===== src/rtl/spi_port_pkg.sv =====
package spi_port_pkg;

  typedef struct packed {
    logic       irq_en;
    logic       enable;
    logic       lsb_first;
    logic       master;
    logic       cpol;
    logic       cpha;
    logic [1:0] rate;
  } spi_ctrl_t;

  localparam logic ADDR_CTRL = 1'b0;
  localparam logic ADDR_DATA = 1'b1;

endpackage


===== src/rtl/spi_port_sync.sv =====
module spi_port_sync #(
  parameter int N = 2,
  parameter int W = 3,
  parameter logic [W-1:0] RST_VAL = '0
) (
  input  logic         clk,
  input  logic         rst,
  input  logic [W-1:0] d,
  output logic [W-1:0] q
);
  logic [W-1:0] st [N];

  for (genvar g = 0; g < N; g++) begin : g_stage
    if (g == 0) begin : g_first
      always_ff @(posedge clk) begin
        if (rst) st[g] <= RST_VAL;
        else     st[g] <= d;
      end
    end else begin : g_next
      always_ff @(posedge clk) begin
        if (rst) st[g] <= RST_VAL;
        else     st[g] <= st[g-1];
      end
    end
  end

  assign q = st[N-1];
endmodule


===== src/rtl/spi_port_sckgen.sv =====
module spi_port_sckgen #(
  parameter int HW   = 6,
  parameter int NTOG = 16
) (
  input  logic          clk,
  input  logic          rst,
  input  logic          start,
  input  logic          stop,
  input  logic [HW-1:0] half,
  output logic          busy,
  output logic          phase,
  output logic          lead,
  output logic          trail
);
  localparam int TW = $clog2(NTOG);

  logic [HW-1:0] hc;
  logic [TW-1:0] tog;
  logic          wrap;

  assign wrap  = busy && (hc == half - 1'b1);
  assign lead  = wrap && !phase;
  assign trail = wrap && phase;

  always_ff @(posedge clk) begin
    if (rst || stop) begin
      busy  <= 1'b0;
      hc    <= '0;
      phase <= 1'b0;
      tog   <= '0;
    end else if (start) begin
      busy  <= 1'b1;
      hc    <= '0;
      phase <= 1'b0;
      tog   <= '0;
    end else if (busy) begin
      if (wrap) begin
        hc    <= '0;
        phase <= ~phase;
        tog   <= tog + 1'b1;
        if (tog == TW'(NTOG - 1)) busy <= 1'b0;
      end else begin
        hc <= hc + 1'b1;
      end
    end
  end
endmodule


===== src/rtl/spi_port_shift.sv =====
module spi_port_shift #(
  parameter int DW = 8
) (
  input  logic          clk,
  input  logic          cold_rst,
  input  logic          rst,
  input  logic          load,
  input  logic [DW-1:0] wdata,
  input  logic          lead,
  input  logic          trail,
  input  logic          clear,
  input  logic          lsb_first,
  input  logic          cpha,
  input  logic          rx_bit,
  output logic [DW-1:0] data,
  output logic          tx_bit,
  output logic          done
);
  localparam int CW = $clog2(DW);

  logic [DW-1:0] sr;
  logic          samp;
  logic          obit;
  logic [CW-1:0] cnt;

  function automatic logic out_of(input logic [DW-1:0] v, input logic lsb);
    return lsb ? v[0] : v[DW-1];
  endfunction

  function automatic logic [DW-1:0] shifted(input logic [DW-1:0] v,
                                            input logic b, input logic lsb);
    return lsb ? {b, v[DW-1:1]} : {v[DW-2:0], b};
  endfunction

  // Data register: only the cold reset clears it.
  always_ff @(posedge clk) begin
    if (cold_rst)   sr <= '0;
    else if (load)  sr <= wdata;
    else if (trail) sr <= shifted(sr, cpha ? rx_bit : samp, lsb_first);
  end

  always_ff @(posedge clk) begin
    if (rst) begin
      samp <= 1'b0;
      obit <= 1'b0;
      cnt  <= '0;
      done <= 1'b0;
    end else begin
      done <= 1'b0;
      if (load || clear) begin
        cnt <= '0;
      end else begin
        if (lead) begin
          if (!cpha) samp <= rx_bit;
          else       obit <= out_of(sr, lsb_first);
        end
        if (trail) begin
          if (cnt == CW'(DW - 1)) begin
            cnt  <= '0;
            done <= 1'b1;
          end else begin
            cnt <= cnt + 1'b1;
          end
        end
      end
    end
  end

  assign data   = sr;
  assign tx_bit = cpha ? obit : out_of(sr, lsb_first);
endmodule


===== src/rtl/spi_port_ctrl.sv =====
module spi_port_ctrl #(
  parameter int DIV0   = 4,
  parameter int DIV1   = 8,
  parameter int DIV2   = 32,
  parameter int DIV3   = 64,
  parameter int SYNC_N = 2
) (
  input  logic       clk,
  input  logic       rst,
  input  logic       warm_rst,
  input  logic       reg_wr,
  input  logic       reg_rd,
  input  logic       reg_addr,
  input  logic [7:0] reg_wdata,
  output logic [7:0] reg_rdata,
  input  logic       ser_int_en,
  output logic       irq,
  output logic       xfer_done,
  output logic       sck_o,
  output logic       sck_oe,
  input  logic       sck_i,
  output logic       mosi_o,
  output logic       mosi_oe,
  input  logic       mosi_i,
  output logic       miso_o,
  output logic       miso_oe,
  input  logic       miso_i,
  input  logic       ss_n_i
);
  import spi_port_pkg::*;

  localparam int DW   = 8;
  localparam int HW   = $clog2(DIV3 / 2) + 1;
  localparam int NTOG = 2 * DW;

  spi_ctrl_t     ctrl_q;
  logic          soft_rst;
  logic          sck_s, mosi_s, ss_s;
  logic          act, act_d;
  logic          slave_sel;
  logic          s_lead, s_trail;
  logic [HW-1:0] half;
  logic          wr_data, m_start, load;
  logic          m_busy, m_phase, m_lead, m_trail;
  logic [DW-1:0] data;
  logic          tx_bit, done_p;
  logic          flag_q, irq_q;

  assign soft_rst = rst || warm_rst;

  always_ff @(posedge clk) begin
    if (soft_rst)                           ctrl_q <= '0;
    else if (reg_wr && reg_addr == ADDR_CTRL) ctrl_q <= spi_ctrl_t'(reg_wdata);
  end

  spi_port_sync #(.N(SYNC_N), .W(3), .RST_VAL(3'b001)) u_sync (
    .clk(clk), .rst(soft_rst),
    .d({sck_i, mosi_i, ss_n_i}),
    .q({sck_s, mosi_s, ss_s})
  );

  assign act       = sck_s ^ ctrl_q.cpol;
  assign slave_sel = ctrl_q.enable && !ctrl_q.master && !ss_s;
  assign s_lead    = slave_sel && act && !act_d;
  assign s_trail   = slave_sel && !act && act_d;

  always_ff @(posedge clk) begin
    if (soft_rst) act_d <= 1'b0;
    else          act_d <= act;
  end

  always_comb begin
    case (ctrl_q.rate)
      2'd0:    half = HW'(DIV0 / 2);
      2'd1:    half = HW'(DIV1 / 2);
      2'd2:    half = HW'(DIV2 / 2);
      default: half = HW'(DIV3 / 2);
    endcase
  end

  assign wr_data = reg_wr && reg_addr == ADDR_DATA;
  assign m_start = wr_data && ctrl_q.enable && ctrl_q.master && !m_busy;
  assign load    = wr_data && !m_busy && !slave_sel;

  spi_port_sckgen #(.HW(HW), .NTOG(NTOG)) u_sck (
    .clk(clk), .rst(soft_rst), .start(m_start),
    .stop(!ctrl_q.enable || !ctrl_q.master),
    .half(half), .busy(m_busy), .phase(m_phase),
    .lead(m_lead), .trail(m_trail)
  );

  spi_port_shift #(.DW(DW)) u_shift (
    .clk(clk), .cold_rst(rst), .rst(soft_rst), .load(load), .wdata(reg_wdata),
    .lead(m_lead || s_lead), .trail(m_trail || s_trail),
    .clear(!ctrl_q.enable || (!ctrl_q.master && ss_s)),
    .lsb_first(ctrl_q.lsb_first), .cpha(ctrl_q.cpha),
    .rx_bit(ctrl_q.master ? miso_i : mosi_s),
    .data(data), .tx_bit(tx_bit), .done(done_p)
  );

  always_ff @(posedge clk) begin
    if (soft_rst) begin
      flag_q    <= 1'b0;
      irq_q     <= 1'b0;
      reg_rdata <= '0;
    end else begin
      if (done_p)                                flag_q <= 1'b1;
      else if (reg_rd && reg_addr == ADDR_DATA)  flag_q <= 1'b0;
      irq_q <= flag_q && ctrl_q.irq_en && ser_int_en;
      if (reg_rd) reg_rdata <= (reg_addr == ADDR_DATA) ? data : 8'(ctrl_q);
    end
  end

  assign xfer_done = flag_q;
  assign irq       = irq_q;
  assign sck_o     = m_phase ^ ctrl_q.cpol;
  assign sck_oe    = ctrl_q.enable && ctrl_q.master;
  assign mosi_o    = tx_bit;
  assign mosi_oe   = ctrl_q.enable && ctrl_q.master;
  assign miso_o    = tx_bit;
  assign miso_oe   = slave_sel;
endmodule


===== config.mk =====
export PLATFORM = sky130hd
export DESIGN_NAME = spi_port_ctrl
export DESIGN_NICKNAME = d
export VERILOG_FILES = /design/src/rtl/spi_port_pkg.sv /design/src/rtl/spi_port_sync.sv /design/src/rtl/spi_port_sckgen.sv /design/src/rtl/spi_port_shift.sv /design/src/rtl/spi_port_ctrl.sv
export SDC_FILE = /design/constraint.sdc
export NUM_CORES = 1
export LEC_CHECK = 0
export CELL_PAD_IN_SITES_DETAIL_PLACEMENT = 0
export CELL_PAD_IN_SITES_GLOBAL_PLACEMENT = 2
export CORE_MARGIN = 1
export CORE_UTILIZATION = 33
export DETAILED_ROUTE_END_ITERATION = 7
export GPL_TIMING_DRIVEN = 1
export PLACE_DENSITY_LB_ADDON = 0.1
export SYNTH_ARGS = -nofsm -noshare
export SYNTH_HDL_FRONTEND = slang
export SYNTH_SLANG_ARGS = --single-unit

===== constraint.sdc =====
create_clock -name clk -period 3.1 [get_ports clk]
set_input_delay 0.93 -clock clk [delete_from_list [all_inputs] [get_ports clk]]
set_output_delay 0.93 -clock clk [all_outputs]
set_load 0.005 [all_outputs]

==> load_flow_metrics.sql <==
INSERT INTO impl_metrics (metric_group, metric, value, unit) VALUES
('outcome', 'run_status', 'finished clean', ''),
('yosys', 'synth_ff_type', 'sky130_fd_sc_hd__dfxtp_1', ''),
('yosys', 'synth_top_area_cells', 'sky130_fd_sc_hd__dfxtp_1, sky130_fd_sc_hd__mux2i_1, sky130_fd_sc_hd__nor2_1, sky130_fd_sc_hd__mux2_2, sky130_fd_sc_hd__nand2_1', ''),
('clocking', 'worstSkewPairLatency', '300', 'ps'),
('setup_path', 'cp.required', '3340', 'ps'),
('final_layout', 'post_route_cells_drive_above_1_share', '10.8', '%'),
('final_layout', 'fillers', '727', ''),
('global_routing', 'grt_use_total', '16.5', '%'),
('floorplanning', 'dieWidth', '87.4', 'um'),
('final_layout', 'num_antenna_cells', '0', ''),
('sta', 'hold_slack', '423', 'ps'),
('yosys', 'synthesis.yosys.warnings', '0', ''),
('place', 'dp_cells', '394', ''),
('setup_path', 'worstPathMaxFanout', '13', ''),
('global_routing', 'grt_first_pass_wirelength', '9460', 'um'),
('floorplanning', 'design.portCount', '35', ''),
('global_routing', 'grt_pass1_vias', '1835', ''),
('clocking', 'post_cts_hold_buffer_count', '0', ''),
('sta', 'drv_slew', '0', ''),
('clocking', 'clock_tree.root_cell', 'sky130_fd_sc_hd__clkbuf_8', ''),
('detailed_routing', 'routedWlPerCell', '14.2', 'um'),
('sta', 'timing.slew.headroom', '63.9', '%'),
('detailed_routing', 'detail_route.iter0.violations', '97', ''),
('floorplanning', 'fp.dieArea', '7640', 'um2'),
('yosys', 'syn_inst', '272', ''),
('yosys', 'fraction_of_the_yosys_area_taken_by_sequential_cells', '42.4', '%'),
('setup_path', 'reg2reg_path_depth', '7', ''),
('global_routing', 'number_of_antenna_violations_at_the_first_check_in_global_routing', '0', ''),
('detailed_routing', 'remaining_drc_errors', '0', ''),
('global_routing', 'globalRoute.totalOverflow', '0', ''),
('setup_path', 'timing_worst_setup_path_type', 'reg -> reg', ''),
('final_layout', 'final_common_cell', 'sky130_fd_sc_hd__dfxtp_1', ''),
('place', 'post-dp-hpwl', '4110', 'um'),
('sta', 'final_hold_viol_count', '0', ''),
('final_layout', 'finalNonFillerCells', '402', ''),
('clocking', 'clk_transition_reported_paths', '90', 'ps'),
('place', 'preCtsSetupSlack', '410', 'ps'),
('clocking', 'tritoncts', 'done', ''),
('setup_path', 'rr_endpoint', 'u_shift.cnt[0]', ''),
('setup_path', 'critPathLaunch', 'ctrl_q[1]', ''),
('floorplanning', 'die-height', '87.4', 'um'),
('sta', 'final_cycle_share', '88.0', '%'),
('final_layout', 'most_frequent_cells_in_the_layout', 'sky130_fd_sc_hd__dfxtp_1, sky130_fd_sc_hd__nor2_1, sky130_fd_sc_hd__clkdlybuf4s50_1', ''),
('final_layout', 'areaGrowthSynthToFinish', '22.7', '%'),
('detailed_routing', 'viasPerCell', '4.86', ''),
('floorplanning', 'floorplan.rows', '30', ''),
('yosys', 'synth_enable_flop_cells', '0', ''),
('yosys', 'mean_syn_cell_area', '8.85', 'um2'),
('place', 'routability_cong', '0.783', ''),
('floorplanning', 'design.core.area', '6910', 'um2'),
('detailed_routing', 'routed-via-count', '1954', ''),
('yosys', 'synth_nets', '296', ''),
('pwr', 'powerDensity', '399', 'nW/um2'),
('clocking', 'ctsHtreeMaxLevel', '2', ''),
('yosys', 'synth_top_area_cell', 'sky130_fd_sc_hd__dfxtp_1', ''),
('sta', 'setup_slack', '371', 'ps'),
('final_layout', 'final_net_count', '329', ''),
('detailed_routing', 'detailed_route_wire_length', '5710', 'um'),
('sta', 'worst_clock_skew', '6.77', 'ps'),
('pwr', 'cellLeakagePower', '1.04', 'nW'),
('sta', 'period_needed', '2730', 'ps'),
('setup_path', 'worstSetupEndpointType', 'register', ''),
('yosys', 'asyncSetResetFlopFracSynth', '0', '%'),
('clocking', 'cts.path.max_buffers', '2', ''),
('setup_path', 'startpoint_type', 'register', ''),
('setup_path', 'critPathCapture', 'u_shift.cnt[0]', ''),
('final_layout', 'register_area', '1020', 'um2'),
('sta', 'highest_attainable_clock_frequency', '366', 'MHz'),
('yosys', 'netlist.area_leader.share', '42.4', '%'),
('clocking', 'clkSinkCount', '51', ''),
('global_routing', 'grt_start_max_net_pins', '20', '');
-- routing by layer --
layer  vias up  wire, um  track usage, %  part of all wire (%)
met5         -         0               0                     0
met4         0        71            6.11                   1.2
met3         7       236            3.13                   4.1
met2        46      2510            25.1                    44
met1       884      2890            23.0                    51
li1       1017         -               -                     -
-- state kept, by name, summed over array words and instances, names as in the netlist --
register	cells
ctrl_q	8
u_sck.tog	4
u_sync.st	6
irq	1
u_shift.cnt	3
u_shift.obit	1
act_d	1
u_sck.hc	6
u_sck.phase	1
u_shift.samp	1
u_shift.data	8
reg_rdata	8
u_sck.busy	1
xfer_done	1
u_shift.done	1
-- critical path, stage by stage (launching register included) --
cell and delay [ps]:
sky130_fd_sc_hd__dfxtp_1 360, sky130_fd_sc_hd__or2_2 310, sky130_fd_sc_hd__ha_1 300, sky130_fd_sc_hd__xnor2_1 140, sky130_fd_sc_hd__or4_1 680, sky130_fd_sc_hd__o21a_1 390
sky130_fd_sc_hd__or3_1 360, sky130_fd_sc_hd__a21oi_1 120
-- area by class of cell --
class / instances / area share, %
inverters: 2 / 0.254
clock buffers: 6 / 2.46
repair buffers: 45 / 14.3
flip-flops and latches: 51 / 34.6
well taps: 96 / 4.07
clock inverters: 2 / 0.424
multi-input cells: 200 / 43.9
-- report_power, final --
group	total [mW]	switching, mW	leakage [nW]	internal [mW]
Sequential	0.678	0.0107	0.413	0.667
Combinational	0.116	0.0537	0.586	0.0624
Clock	0.382	0.224	0.0412	0.158
Total	1.18	0.288	1.04	0.888
-- kinds of logic after synthesis --
family / Yosys count / synth area share [%]
simple gates: 98 / 19.4
compound gates: 56 / 15.0
flops: 51 / 42.4
mux: 27 / 11.7
buf+inv: 21 / 3.74
xor+xnor: 14 / 5.10
fa+ha+maj: 5 / 2.60
-- cells in the mapped netlist, types with 3 or more instances --
| library cell | n |
|---|---|
| sky130_fd_sc_hd__dfxtp_1 | 51 |
| sky130_fd_sc_hd__nor2_1 | 38 |
| sky130_fd_sc_hd__nand2_1 | 24 |
| sky130_fd_sc_hd__mux2i_1 | 18 |
| sky130_fd_sc_hd__a21oi_1 | 17 |
| sky130_fd_sc_hd__clkbuf_1 | 12 |
| sky130_fd_sc_hd__o211ai_1 | 10 |
| sky130_fd_sc_hd__a211oi_1 | 9 |
| sky130_fd_sc_hd__mux2_2 | 9 |
| sky130_fd_sc_hd__o21ai_0 | 8 |
| sky130_fd_sc_hd__xnor2_1 | 8 |
| sky130_fd_sc_hd__a31oi_1 | 7 |
| sky130_fd_sc_hd__and2_1 | 6 |
| sky130_fd_sc_hd__xor2_1 | 6 |
| sky130_fd_sc_hd__ha_1 | 5 |
| sky130_fd_sc_hd__nand3_1 | 4 |
| sky130_fd_sc_hd__or2_2 | 4 |
| sky130_fd_sc_hd__buf_2 | 3 |
| sky130_fd_sc_hd__nor3b_1 | 3 |
| sky130_fd_sc_hd__or3_1 | 3 |
-- stage by stage --
step	power [mW]	area, um2
6_report	1.18	2950
5_1_grt	1.23	2950
4_1_cts	1.20	2950
3_5_place_dp	0.811	2870
3_3_place_gp	0.812	2870
2_1_floorplan	0.752	2410
-- how the worst min path moves through the flow --
| stage | startpoint | to | slack, ps | cells past startpoint |
|---|---|---|---|---|
| finish | u_sync.st[0][0] | u_sync.st[1][0] | 420 | 1 |
| global route | u_sync.st[0][0] | u_sync.st[1][0] | 450 | 1 |
| CTS | u_sync.st[0][0] | u_sync.st[1][0] | 420 | 1 |
| detailed placement | u_sync.st[0][0] | u_sync.st[1][0] | 400 | 1 |
| global placement | u_sync.st[0][0] | u_sync.st[1][0] | 400 | 1 |
| floorplan | u_sync.st[0][0] | u_sync.st[1][0] | 380 | 1 |
(Power assumes the default switching activity.)
